==> config.mk <==
export PLATFORM = sky130hd
export DESIGN_NAME = bkup_cell_sel
export DESIGN_NICKNAME = d
export VERILOG_FILES = /design/src/rtl/bcs_pkg.sv /design/src/rtl/bcs_sync.sv /design/src/rtl/bcs_phase_sig.sv /design/src/rtl/bcs_iso_route.sv /design/src/rtl/bkup_cell_sel.sv
export SDC_FILE = /design/constraint.sdc
export NUM_CORES = 1
export LEC_CHECK = 0
export BUFFER_PORTS_ARGS = -buffer_cell sky130_fd_sc_hd__buf_4
export CAP_MARGIN = 20
export CORE_MARGIN = 4
export CORE_UTILIZATION = 59
export CTS_CLUSTER_DIAMETER = 40
export DETAILED_ROUTE_END_ITERATION = 6
export PLACE_DENSITY = 0.8
export SLEW_MARGIN = 0
export SYNTH_ARGS = -nofsm -noshare
export SYNTH_HDL_FRONTEND = slang
export SYNTH_SLANG_ARGS = --single-unit
==> constraint.sdc <==
create_clock -name clk -period 2.55 [get_ports clk]
set_clock_uncertainty 0.15 [all_clocks]
set_input_delay 0.765 -clock clk [delete_from_list [all_inputs] [get_ports clk]]
set_output_delay 0.765 -clock clk [all_outputs]
set_load 0.05 [all_outputs]
==> src/rtl/bcs_pkg.sv <==
package bcs_pkg;
   typedef enum logic [1:0] {
      PH_OK     = 2'd0,
      PH_FAIL   = 2'd1,
      PH_BACKUP = 2'd2
   } phase_e;
endpackage

==> src/rtl/bcs_sync.sv <==
module bcs_sync #(
   parameter int W      = 1,
   parameter int STAGES = 2
) (
   input  logic         clk,
   input  logic         rst_n,
   input  logic [W-1:0] d,
   output logic [W-1:0] q
);
   if (STAGES < 1 || STAGES > 4) begin : g_bad_stages
      $error("bcs_sync: STAGES must be within 1..4");
   end

   logic [STAGES-1:0][W-1:0] chain;

   for (genvar i = 0; i < STAGES; i++) begin : g_stage
      if (i == 0) begin : g_first
         always_ff @(posedge clk or negedge rst_n) begin
            if (!rst_n) chain[i] <= '0;
            else        chain[i] <= d;
         end
      end else begin : g_next
         always_ff @(posedge clk or negedge rst_n) begin
            if (!rst_n) chain[i] <= '0;
            else        chain[i] <= chain[i-1];
         end
      end
   end

   assign q = chain[STAGES-1];
endmodule

==> src/rtl/bcs_phase_sig.sv <==
module bcs_phase_sig
   import bcs_pkg::*;
#(
   parameter int MIN_LOW_CYC = 70
) (
   input  logic   clk,
   input  logic   rst_n,
   input  logic   below_pf,
   input  logic   below_so,
   input  logic   ce_low,
   output phase_e ph_q,
   output phase_e ph_nxt,
   output logic   enter_backup,
   output logic   enter_ok,
   output logic   sig_hit
);
   localparam int CW = $clog2(MIN_LOW_CYC + 1);
   localparam logic [CW-1:0] CNT_TOP = CW'(MIN_LOW_CYC);

   if (MIN_LOW_CYC < 1) begin : g_bad_min
      $error("bcs_phase_sig: MIN_LOW_CYC must be at least 1");
   end

   logic [CW-1:0] low_cnt_q;
   logic          spoiled_q;

   // The switch-over comparator dominates: below it means backup.
   always_comb begin
      if (below_so)      ph_nxt = PH_BACKUP;
      else if (below_pf) ph_nxt = PH_FAIL;
      else               ph_nxt = PH_OK;
   end

   assign enter_backup = (ph_nxt == PH_BACKUP) && (ph_q != PH_BACKUP);
   assign enter_ok     = (ph_nxt == PH_OK) && (ph_q != PH_OK);

   // A valid signature needs a full failing phase seen just before the drop.
   assign sig_hit = enter_backup && (ph_q == PH_FAIL) && !spoiled_q
                    && (low_cnt_q >= CNT_TOP);

   always_ff @(posedge clk or negedge rst_n) begin
      if (!rst_n) begin
         ph_q <= PH_OK;
      end else begin
         ph_q <= ph_nxt;
      end
   end

   // Window counter: counts low chip-enable cycles inside the failing
   // phase, restarts on any high cycle and remembers that one occurred.
   always_ff @(posedge clk or negedge rst_n) begin
      if (!rst_n) begin
         low_cnt_q <= '0;
         spoiled_q <= 1'b0;
      end else if (ph_nxt == PH_FAIL) begin
         if (ph_q != PH_FAIL) begin
            low_cnt_q <= ce_low ? CW'(1) : '0;
            spoiled_q <= !ce_low;
         end else if (ce_low) begin
            if (low_cnt_q != CNT_TOP) low_cnt_q <= low_cnt_q + CW'(1);
         end else begin
            low_cnt_q <= '0;
            spoiled_q <= 1'b1;
         end
      end else begin
         low_cnt_q <= '0;
         spoiled_q <= 1'b0;
      end
   end
endmodule

==> src/rtl/bcs_iso_route.sv <==
module bcs_iso_route
   import bcs_pkg::*;
#(
   parameter bit CELL2_EN = 1'b1,
   parameter bit ISO_RST  = 1'b0
) (
   input  logic   clk,
   input  logic   rst_n,
   input  phase_e ph_nxt,
   input  logic   enter_backup,
   input  logic   enter_ok,
   input  logic   sig_hit,
   input  logic   attach,
   input  logic   c1_ok,
   input  logic   c2_here,
   output logic   isolated,
   output logic   sel1,
   output logic   sel2,
   output logic   no_bk
);
   logic iso_q, armed_q;
   logic iso_nxt, armed_nxt;
   logic c2_use;
   logic on_bk;

   if (CELL2_EN) begin : g_cell2
      assign c2_use = c2_here;
   end else begin : g_cell1_only
      logic c2_ignored;
      assign c2_ignored = c2_here;
      assign c2_use     = 1'b0 & c2_ignored;
   end

   // Isolation wins over reconnect when both land on the same edge.
   always_comb begin
      iso_nxt   = iso_q;
      armed_nxt = armed_q;
      if (attach || sig_hit) begin
         iso_nxt   = 1'b1;
         armed_nxt = 1'b0;
      end else if (iso_q && armed_q && enter_backup) begin
         iso_nxt   = 1'b0;
         armed_nxt = 1'b0;
      end else if (iso_q && enter_ok) begin
         armed_nxt = 1'b1;
      end
   end

   assign on_bk = (ph_nxt == PH_BACKUP) && !iso_nxt;

   always_ff @(posedge clk or negedge rst_n) begin
      if (!rst_n) begin
         iso_q   <= ISO_RST;
         armed_q <= 1'b0;
         sel1    <= 1'b0;
         sel2    <= 1'b0;
         no_bk   <= 1'b0;
      end else begin
         iso_q   <= iso_nxt;
         armed_q <= armed_nxt;
         sel1    <= on_bk && c1_ok;
         sel2    <= on_bk && !c1_ok && c2_use;
         no_bk   <= on_bk && !c1_ok && !c2_use;
      end
   end

   assign isolated = iso_q;
endmodule

==> src/rtl/bkup_cell_sel.sv <==
module bkup_cell_sel
   import bcs_pkg::*;
#(
   parameter int SYNC_STAGES = 2,
   parameter int MIN_LOW_CYC = 70,
   parameter bit CELL2_EN    = 1'b1,
   parameter bit ISO_RST     = 1'b0
) (
   input  logic clk,
   input  logic rst_n,
   input  logic cell1_ok,
   input  logic cell2_present,
   input  logic vdd_below_pf,
   input  logic vdd_below_so,
   input  logic ce_low,
   input  logic batt_attach,
   output logic sel_cell1,
   output logic sel_cell2,
   output logic isolated,
   output logic no_backup
);
   localparam int NIN = 6;

   logic [NIN-1:0] raw_in, syn_in;
   logic s_c1, s_c2, s_pf, s_so, s_ce, s_attach;
   phase_e ph_q, ph_nxt;
   logic enter_backup, enter_ok, sig_hit;

   assign raw_in = {batt_attach, ce_low, vdd_below_so, vdd_below_pf,
                    cell2_present, cell1_ok};

   bcs_sync #(.W(NIN), .STAGES(SYNC_STAGES)) u_sync (
      .clk(clk), .rst_n(rst_n), .d(raw_in), .q(syn_in)
   );

   assign {s_attach, s_ce, s_so, s_pf, s_c2, s_c1} = syn_in;

   bcs_phase_sig #(.MIN_LOW_CYC(MIN_LOW_CYC)) u_phase (
      .clk(clk), .rst_n(rst_n), .below_pf(s_pf), .below_so(s_so),
      .ce_low(s_ce), .ph_q(ph_q), .ph_nxt(ph_nxt),
      .enter_backup(enter_backup), .enter_ok(enter_ok), .sig_hit(sig_hit)
   );

   bcs_iso_route #(.CELL2_EN(CELL2_EN), .ISO_RST(ISO_RST)) u_route (
      .clk(clk), .rst_n(rst_n), .ph_nxt(ph_nxt),
      .enter_backup(enter_backup), .enter_ok(enter_ok), .sig_hit(sig_hit),
      .attach(s_attach), .c1_ok(s_c1), .c2_here(s_c2),
      .isolated(isolated), .sel1(sel_cell1), .sel2(sel_cell2),
      .no_bk(no_backup)
   );
endmodule

[Word-level counts from Yosys, hierarchy flattened]
Cells that the tools add are included.
Cells by class
  add/sub/neg operators: 1
  order comparisons: 1
  equal/unequal tests: 8
  mux-type cells: 15
  reduce and logical (&&, ||, !) cells: 22
Operator list (number)
  $mux W7: 4
  $logic_and A1 B1 Y1: 13
  $mux W1: 10
  $add A7 B1 Y7 const B: 1
  $ge A7 B7 Y1 const B: 1
  $ne A7 B7 Y1 const B: 1
  $logic_not A1 Y1: 5
  $eq A2 B1 Y1 const B: 2
  $ne A4 B4 Y1 const B: 1
  $ne A3 B3 Y1 const B: 1
  $reduce_bool A3 Y1: 1
  $eq A2 B2 Y1 const B: 1
  $logic_not A2 Y1: 1
  $mux W2: 1
  $ne A2 B1 Y1 const B: 1
  $ne A2 B2 Y1 const B: 1
  $reduce_bool A2 Y1: 1
  $logic_or A1 B1 Y1: 1
Storage, ports and cells
  bits in registers: 27
  bits of input ports: 8
  output and inout bits: 4
  word-level logic and storage cells: 57

[Depth between registers and ports, before layout]
Gate-level depths: netlist (run 1).
  depth in word-level cells: 13
  mapped depth: 5
  depth with buffers taken out: 5

[Cells and area by module]
From an unflattened synthesis (run 1), not the netlist that was laid out.
Unflattened totals
  cells, all modules: 87
  area total of the unflattened synthesis: 1066.0 µm²
By module, submodules not included
  bcs_phase_sig: times used 1, cells each 55, area each 520.5 µm², seq. area each 250.2 µm²
  bcs_sync: times used 1, cells each 18, area each 345.3 µm², seq. area each 300.3 µm²
  bcs_iso_route: times used 1, cells each 14, area each 200.2 µm², seq. area each 125.1 µm²

[Worst setup path before layout (run 1)]
OpenSTA, ideal clock, no wires.
  path kind: reg2reg
  start point: register u_phase.low_cnt_q[0]
  end point: register u_route.no_bk
  setup time: 0.147 ns
  data arrival time: 1.325 ns
  required time: 2.253 ns
  setup slack: 0.927 ns
  cell stages (with the launch flop): 6
  buffers on the path: 0
  period minus slack after synthesis: 1.623 ns
  cells stage by stage: dfrtp_1 inv_1 ha_1 o21ai_0 a2111oi_2 nor4bb_1
Between the ends
  word-level cells in the longest chain between the ends: 8
Ends and longest elaborated chain
  from (decl): RTL line bcs_phase_sig.sv:24  | logic [CW-1:0] low_cnt_q;
  from (signal assigned): RTL line bcs_phase_sig.sv:57  | low_cnt_q <= ce_low ? CW'(1) : '0;
  from (signal assigned): RTL line bcs_phase_sig.sv:60  | if (low_cnt_q != CNT_TOP) low_cnt_q <= low_cnt_q + CW'(1);
  $ge A7 B7 Y1: RTL line bcs_phase_sig.sv:39  | && (low_cnt_q >= CNT_TOP);
  $logic_and A1 B1 Y1: RTL line bcs_phase_sig.sv:39
  $logic_or A1 B1 Y1: RTL line bcs_iso_route.sv:38  | if (attach || sig_hit) begin
  $mux W1: RTL line bcs_iso_route.sv:38
  $logic_not A1 Y1: RTL line bcs_iso_route.sv:49  | assign on_bk = (ph_nxt == PH_BACKUP) && !iso_nxt;
  $logic_and A1 B1 Y1: RTL line bcs_iso_route.sv:49
  $logic_and A1 B1 Y1 (2 in series): RTL line bcs_iso_route.sv:63  | no_bk <= on_bk && !c1_ok && !c2_use;
  to (signal assigned): RTL line bcs_iso_route.sv:63
  to (decl): RTL line bcs_iso_route.sv:19  | output logic no_bk
No other way between the ends.
A chain may end at the register's enable or synchronous reset.

[Worst setup path in the final report (run 1)]
  start point: register u_route.iso_q, in the netlist u_route.isolated
  end point: output port isolated
RTL lines
  from (decl): RTL line bcs_iso_route.sv:21  | logic iso_q, armed_q;
  from (signal assigned): RTL line bcs_iso_route.sv:59  | iso_q <= iso_nxt;
  to (decl): RTL line bkup_cell_sel.sv:19  | output logic isolated,
No word-level cell between the ends.

==> impl_metrics.toml, run 1 <==
[die]
rows = 14
io_pins = 12
initial_core_util_pct = 65.95
design.core.area_sq_um = 1577
die_width_um = 49.98
die_area_sq_um = 2498
die_height_um = 49.98

[grt]
grt_pass1_wl_um = 3091
grt_overflow = 0
antenna_found_initial = 0
grtUsageTotal_pct = 16.80
grt_max_degree = 28
first_global_vias = 712

[route]
vias = 687
dr_wl_met3_um = 137
drt.antenna.violating_nets = 0
drt_iter0_markers = 11
drt-pass1-iter-count = 4
wirelength_um = 1709
wl_met1_um = 723
wl_met2_um = 802
drc = 0
wl_per_cell_um = 14.61
vias_per_cell = 5.872
top_layer_used = "met4"

[critical_path]
crit_buf_inv = 1
reg2reg_slack_ns = 0.70
path_max_fanout = 4
start_kind = "flop"
required_ns = 1.64
path_cells = "buf_4"
crit_type = "flop to primary output"
arrival_ns = 0.95
slowest_stage = "dfrtp_1"
crit_family = "flip-flops"
worst_setup_path_end_kind = "primary output"
critPathMaxStageDelay_ns = 0.43

[synthesis]
synth_top_area_share_pct = 64.98
synthCells = 86
syn_nets = 96
synth_seq_area_share_pct = 64.98
yosysTopAreaCell = "dfrtp_1"
syn_area_sq_um = 1040
synth_area_leaders = "dfrtp_1 (65%), nand2_1 (2.5%), ha_1 (2.4%)"
ys_ff_latch = 27
avgSynthCellArea_sq_um = 12.09
synth-warning-count = 0
synth.distinct_cells = 26

[timing]
setup_viol = 0
max-slew-margin-rel_pct = 63.09
tightest_slew_ns = 0.5526
hold_violations = 0
finalCritPeriodShare_pct = 73.20
fin_crit_ns = 1.867
finalSetupTns_ns = 0
fmax_ghz = 0.5357
rsz0062_at_grt = "false"
timing.final.ws_setup_ns = 0.6833
finalMaxSlewViolations = 0

[cts]
clkSlewWorstSetupHoldPaths_ns = 0.13
clock_path_buffers = 2
post-cts-setup-buffer-count = 0
cts_resized = 0
cts-root-buf = "clkbuf_4"
cts_tree = "built"
cts_made_buffers = 3
htreeDepth = 1
clock_latency_ns = 0.32
cts_hold_buf = 0
cts.sinks = 27

[placed_design]
port-buffer-count = 11
place_ws_ns = 0.7201
place_congestion = 0.9004
hpwl_um = 1242

[hold_path]
hp-class = "input pin to async pin"

[finish]
synthToLayoutAreaGrowth_pct = 12.39
drive_gt1_share_pct = 19.80
diodes = 0
final_core_util_pct = 74.13
fin_nets = 112

[power]
ir_worst_vdd_v = 0.0005105
p_per_area_nw_per_um2 = 565.1
p_leak_nw = 0.5178

[run_status]
status = "complete, no violations"

[flow_run]
cap_violations = 0
-- through the flow --
stage               hold WS (ns)  total power, mW  std cells  cell area (sq um)
floorplan                 0.1812           0.4714         86               1040
global placement          0.1822           0.4910        113               1142
detailed placement        0.1855           0.4935        113               1142
CTS                       0.1786           0.6645        117               1169
global route              0.1736           0.6936        117               1169
finish                    0.1706           0.6603        117               1169
-- Yosys cell counts --
master,n
dfrtp_1,27
nand2_1,7
inv_1,6
nand3_1,5
nor2_1,4
nor3_1,4
o21ai_0,4
a211oi_1,3
a21oi_1,3
nor2b_1,3
or3_1,3
ha_1,2
nand2b_1,2
a2111oi_2,1
a211oi_2,1
a21boi_0,1
a31o_2,1
a31oi_1,1
and4b_2,1
nand3b_1,1
nor4_1,1
nor4bb_1,1
o2111ai_1,1
or2_4,1
or3_4,1
xor2_1,1
-- cell type report --
class	instances	area, sq um
flip-flops and latches	27	675.6
fillers	117	407.9
multi-input cells	53	341.6
repair buffers	11	82.58
clock buffers	4	26.28
inverters	6	22.52
well taps	16	20.02
-- registers in the layout, indices dropped and copies added, names as in the netlist --
register and cells:
u_route.no_bk 1, u_phase.spoiled_q 1, u_route.armed_q 1, u_phase.ph_q 2, u_route.isolated 1, u_route.sel2 1
u_route.sel1 1, u_sync.chain 6, u_sync.q 6, u_phase.low_cnt_q 7
-- worst paths after layout --
check	to	cells past startpoint	startpoint
worst max-delay path	isolated	1	u_route.isolated
worst min-delay path	u_route.armed_q	1	rst_n
worst max register to register	u_route.no_bk	5	u_phase.low_cnt_q[0]
worst min register to register	u_sync.q[1]	0	u_sync.chain[1]
max in group asynchronous	u_sync.chain[2]	1	rst_n
min in group clk	u_sync.q[1]	0	u_sync.chain[1]
-- where the power goes --
part | internal, mW | switching (mW) | leakage, nW
Sequential | 0.442 | 0.00908 | 0.340
Combinational | 0.0143 | 0.0187 | 0.163
Clock | 0.0613 | 0.115 | 0.0150
-- cell usage in the layout (no fill, tap or decap) --
master / n
and4b_2: 1
nand2_1: 7
xor2_1: 1
or3_1: 3
clkbuf_1: 1
nor2b_1: 3
a21boi_0: 1
ha_1: 2
or2_4: 1
nor2_1: 4
nor4_1: 1
a211oi_2: 1
a211oi_1: 3
clkbuf_4: 3
nor4bb_1: 1
o21ai_0: 4
a2111oi_2: 1
a31oi_1: 1
or3_4: 1
dfrtp_1: 27
nor3_1: 4
o2111ai_1: 1
nand2b_1: 2
nand3b_1: 1
buf_4: 11
a31o_2: 1
nand3_1: 5
a21oi_1: 3
inv_1: 6
-- logic make-up (layout without fill, tap and decap cells) --
| kind of cell | Yosys count | count (layout) | share of synthesized area, % |
|---|---|---|---|
| buf+inv | 6 | 21 | 2.166 |
| flops | 27 | 27 | 64.98 |
| fa+ha+maj | 2 | 2 | 2.406 |
| simple gates | 34 | 34 | 18.41 |
| compound gates | 16 | 16 | 11.19 |
| xor+xnor | 1 | 1 | 0.8425 |
-- worst register-to-register path, stage by stage (launching register included) --
cell,delay [ns]
dfrtp_1,0.44
inv_1,0.10
ha_1,0.17
o21ai_0,0.11
a2111oi_2,0.60
nor4bb_1,0.13
-- layer usage --
metal	up-vias	track usage, %
li1	329	-
met1	321	20.68
met2	33	26.96
met3	4	3.614
met4	0	9.677
met5	-	0
No activity file was read; power rests on OpenSTA's default activity.
==> inputs of run 2 (changes only) <==
--- a/config.mk
+++ b/config.mk
@@ -8,10 +8,10 @@
 export BUFFER_PORTS_ARGS = -buffer_cell sky130_fd_sc_hd__buf_4
 export CAP_MARGIN = 20
 export CORE_MARGIN = 4
-export CORE_UTILIZATION = 59
+export CORE_UTILIZATION = 54
 export CTS_CLUSTER_DIAMETER = 40
 export DETAILED_ROUTE_END_ITERATION = 6
-export PLACE_DENSITY = 0.8
+export PLACE_DENSITY = 0.75
 export SLEW_MARGIN = 0
 export SYNTH_ARGS = -nofsm -noshare
 export SYNTH_HDL_FRONTEND = slang
==> constraint.sdc (replaced) <==
create_clock -name clk -period 2 [get_ports clk]
set_clock_uncertainty 0.15 [all_clocks]
set_input_delay 0.6 -clock clk [delete_from_list [all_inputs] [get_ports clk]]
set_output_delay 0.6 -clock clk [all_outputs]
set_load 0.05 [all_outputs]
==> impl_metrics.toml, run 2 (synthesized netlist as in run 1, its figures left out) <==
[die]
io_pins = 12
rows = 15
initial_core_util_pct = 58.32
die_height_um = 51.88
die_area_sq_um = 2692
design.core.area_sq_um = 1783
die_width_um = 51.88

[timing]
fmax_ghz = 0.5539
setup_viol = 0
tightest_slew_ns = 0.5410
finalMaxSlewViolations = 0
max-slew-margin-rel_pct = 63.87
fin_crit_ns = 1.805
rsz0062_at_grt = "false"
whs_ns = 0.007354
hold_violations = 0
finalCritPeriodShare_pct = 90.26
finalSetupTns_ns = 0

[critical_path]
worst_setup_path_end_kind = "flop"
path_cells = "inv_1 > ha_1 > o21ai_0 > a2111oi_2 > nor3_1"
slowest_stage = "a2111oi_2"
arrival_ns = 1.84
cp.depth = 5
crit_family = "compound AO/OA/AOI/OAI gates"
start_kind = "flop"
crit_type = "flop to flop"
reg2reg_depth = 5
path_max_fanout = 5
required_ns = 2.04
crit_buf_inv = 1
critPathMaxStageDelay_ns = 0.59

[finish]
regArea_sq_um = 675.6
regMostFlops = "u_phase.low_cnt_q"
synthToLayoutAreaGrowth_pct = 13.48
largest_reg_flops = 7
fin_area_sq_um = 1180
multi_input_area_sq_um = 341.6
drive_gt1_share_pct = 19.80
fin_nets = 112
fillCellCount = 136
diodes = 0
final_cell_mix = "dfrtp_1 (27), buf_4 (11), nand2_1 (7)"
final_cells = 126
layout_commonest_cell = "dfrtp_1"

[hold_path]
hp-class = "input pin to async pin"

[power]
p_per_area_nw_per_um2 = 711.6
ir_worst_vdd_v = 0.0005667
p_leak_nw = 0.5178

[cts]
post-cts-setup-buffer-count = 0
cts_tree = "built"
cts-root-buf = "clkbuf_4"
htreeDepth = 1
clock_path_buffers = 2
cts.sinks = 27
clkSlewWorstSetupHoldPaths_ns = 0.13
cts_resized = 0
cts_hold_buf = 0
cts_made_buffers = 3
clock_latency_ns = 0.31

[run_status]
status = "complete, no violations"

[grt]
first_global_vias = 655
grt_overflow = 0
grt_max_degree = 28
grt_pass1_wl_um = 2794
grtUsageTotal_pct = 14.74
antenna_found_initial = 0

[route]
drc = 0
drt-pass1-iter-count = 4
wl_per_cell_um = 12.33
drt.antenna.violating_nets = 0
wirelength_um = 1554
vias = 678
vias_per_cell = 5.381
drt_iter0_markers = 16

[placed_design]
place_congestion = 0.8892
port-buffer-count = 11
dpl.cell_count = 122
hpwl_um = 1155
place_area_sq_um = 1154

[flow_run]
cap_violations = 0
-- run 2: cell counts in the layout (fill, tap and decap cells not counted) --
Identical to the previous run, type by type.
-- run 2: routing by layer --
layer / GRT usage, % / vias to the layer above / part of all wire (%) / wire, um
met5: 0 / - / 0 / 0
met4: 11.35 / 0 / 2.8 / 43
met3: 3.438 / 4 / 6.0 / 94
met2: 22.18 / 15 / 46 / 715
met1: 18.16 / 325 / 45 / 700
li1: - / 334 / - / -
-- run 2: cell type report --
cell class | instances | share of cell area (%)
repair buffers | 11 | 6.999
flip-flops and latches | 27 | 57.26
clock buffers | 4 | 2.227
multi-input cells | 53 | 28.95
well taps | 25 | 2.651
inverters | 6 | 1.909
-- run 2: path summary, 6_finish.rpt --
kind	endpoint	slack, ns	start
worst min register to register	u_sync.q[4]	0.21	u_sync.chain[4]
max in group asynchronous	u_phase.ph_q[1]	1.44	rst_n
worst max-delay path	u_route.sel1	0.19	u_phase.low_cnt_q[0]
worst max register to register	u_route.sel1	0.19	u_phase.low_cnt_q[0]
min in group clk	u_sync.q[4]	0.21	u_sync.chain[4]
worst min-delay path	u_route.armed_q	0.007	rst_n
-- run 2: power breakdown --
part / switching (mW) / internal (mW) / total, mW
sequential: 0.0112 / 0.564 / 0.575
combinational: 0.0232 / 0.0183 / 0.0415
clock: 0.145 / 0.0780 / 0.223
total: 0.180 / 0.660 / 0.840
-- run 2: metrics by stage --
| stage | power [mW] | worst slack (ns) | util, % |
|---|---|---|---|
| 4_1_cts | 0.8510 | 0.1776 | 66.18 |
| 2_1_floorplan | 0.6011 | 0.3773 | - |
| 6_report | 0.8396 | 0.1947 | 66.18 |
| 5_1_grt | 0.8841 | 0.02549 | 66.18 |
| 3_5_place_dp | 0.6282 | 0.2017 | 64.70 |
| 3_3_place_gp | 0.6265 | 0.2953 | 64.70 |
==> inputs of run 3 (changes only) <==
--- a/config.mk
+++ b/config.mk
@@ -5,6 +5,7 @@
 export SDC_FILE = /design/constraint.sdc
 export NUM_CORES = 1
 export LEC_CHECK = 0
+export ABC_AREA = 1
 export BUFFER_PORTS_ARGS = -buffer_cell sky130_fd_sc_hd__buf_4
 export CAP_MARGIN = 20
 export CORE_MARGIN = 4
==> impl_metrics.toml, run 3 <==
[synthesis]
synth.distinct_cells = 19
synthCells = 94
synth_area_leaders = "dfrtp_1 (66%), inv_1 (5.5%), nand2_1 (4.0%)"
yosysMostFrequentCell = "dfrtp_1"
yosysTopAreaCell = "dfrtp_1"
synth_top_area_share_pct = 65.77
syn_nets = 104
avgSynthCellArea_sq_um = 10.93
syn_area_sq_um = 1027
synth_ff_type = "dfrtp_1"
synth-edff-count = 0
ys_async_sr_fraction_pct = 100.0
synth-warning-count = 0
yosys-top-cells-count = "dfrtp_1 (27), inv_1 (15), nand2_1 (11)"
ys_ff_latch = 27
synth_seq_area_share_pct = 65.77

[finish]
fillCellCount = 139
largest_reg_flops = 7
layout_commonest_cell = "dfrtp_1"
fin_area_sq_um = 1171
regMostFlops = "u_phase.low_cnt_q"
final_cell_mix = "dfrtp_1 (27), inv_1 (15), nand2_1 (11), buf_4 (11), nor2_1 (7)"
fin_nets = 120
diodes = 0
synthToLayoutAreaGrowth_pct = 14.01
final_core_util_pct = 66.38
drive_gt1_share_pct = 21.10

[critical_path]
cp.depth = 1
required_ns = 1.25
worst_setup_path_end_kind = "primary output"
path_cells = "buf_4"
critPathMaxStageDelay_ns = 0.43
reg2reg_depth = 8
path_max_fanout = 4
slowest_stage = "dfrtp_1"
crit_type = "flop to primary output"
arrival_ns = 0.96
crit_family = "flip-flops"
crit_buf_inv = 1
start_kind = "flop"

[cts]
clkSlewWorstSetupHoldPaths_ns = 0.14
clock_path_buffers = 2
post-cts-setup-buffer-count = 0
cts-root-buf = "clkbuf_4"
htreeDepth = 1
clock_latency_ns = 0.31
cts_made_buffers = 3
cts.sinks = 27
cts_hold_buf = 0
cts_resized = 0
cts_tree = "built"

[timing]
rsz0062_at_grt = "false"
setup_viol = 0
hold_violations = 0
finalCritPeriodShare_pct = 85.38
finalMaxSlewViolations = 0
fin_crit_ns = 1.708
max-slew-margin-rel_pct = 78.51
timing.final.ws_setup_ns = 0.2923
fmax_ghz = 0.5856
finalSetupTns_ns = 0
tightest_slew_ns = 0.3224

[die]
initial_core_util_pct = 58.23
io_pins = 12
die_area_sq_um = 2664
die_width_um = 51.62
rows = 15
die_height_um = 51.62
design.core.area_sq_um = 1764

[run_status]
status = "complete, no violations"

[route]
drc = 0
drt.antenna.violating_nets = 0
drt_iter0_markers = 28
drt-pass1-iter-count = 4
wl_per_cell_um = 11.22
vias = 656
wirelength_um = 1504
vias_per_cell = 4.896

[power]
totalPowerFinal_uw = 843.2
ir_worst_vdd_v = 0.0006101
p_per_area_nw_per_um2 = 720.0
p_leak_nw = 0.6070

[grt]
grt.busiest_layer = "met2"
grt_overflow = 0
grtUsageTotal_pct = 13.62
first_global_vias = 621
grt_pass1_wl_um = 2635
antenna_found_initial = 0
grt_use_met1_pct = 17.40
use_met3_pct = 3.438
grt_max_degree = 28
grtUsageMet2_pct = 22.25

[placed_design]
hpwl_um = 1147
place_area_sq_um = 1141
port-buffer-count = 11
place_ws_ns = 0.4097
place_congestion = 0.9258

[flow_run]
cap_violations = 0

[hold_path]
hp-class = "input pin to async pin"
==> run 3: cell count changes in the layout (fill, tap and decap cells not counted), sizes merged, moves of 4 or more <==
| cell | before | now |
|---|---|---|
| inv | 6 | 15 |
| nor2 | 4 | 9 |
| or3 | 4 | 0 |
| a211oi | 4 | 0 |
| nand2 | 7 | 14 |
==> run 3: metrics by stage <==
stage	std cells	hold WS (ns)
3_3_place_gp	130	0.1824
3_5_place_dp	130	0.1847
4_1_cts	134	0.01278
6_report	134	0.009386
5_1_grt	134	0.01631
2_1_floorplan	94	0.1544
==> run 3: report_power, final <==
group	internal [mW]	switching, mW
sequential	0.564	0.00914
clock	0.0762	0.150
combinational	0.0165	0.0272
total	0.657	0.187
==> run 3: final timing paths <==
kind                                       from              endpoint  slack, ns
setup / recovery               u_route.isolated              isolated       0.29
hold / removal                            rst_n  u_phase.low_cnt_q[3]      0.009
setup reg to reg           u_phase.low_cnt_q[0]         u_route.no_bk       0.39
hold reg to reg                 u_sync.chain[5]           u_sync.q[5]       0.21
max in group asynchronous                 rst_n           u_sync.q[5]       1.44
min in group clk                u_sync.chain[5]           u_sync.q[5]       0.21
==> run 3: area by class of cell <==
type	instances	area, sq um	share of cell area [%]
sequential	27	675.6	57.69
multi-input combinational	52	295.3	25.21
timing repair buffer	11	82.58	7.051
inverter	15	56.30	4.808
tap	25	31.28	2.671
clock buffer	3	22.52	1.923
clock inverter	1	7.507	0.6410
==> run 3: cells by family after synthesis <==
| kind of cell | after synthesis | synth area share (%) |
|---|---|---|
| compound gates | 10 | 5.116 |
| fa+ha+maj | 2 | 2.436 |
| buf+inv | 15 | 5.481 |
| xor+xnor | 3 | 2.558 |
| flops | 27 | 65.77 |
| simple gates | 37 | 18.64 |
==> run 3: layer usage <==
layer,wire length [um],part of all wire [%],vias up
li1,-,-,327
met1,677,45,296
met2,692,46,29
met3,107,7.1,4
met4,27,1.8,0
met5,0,0,-
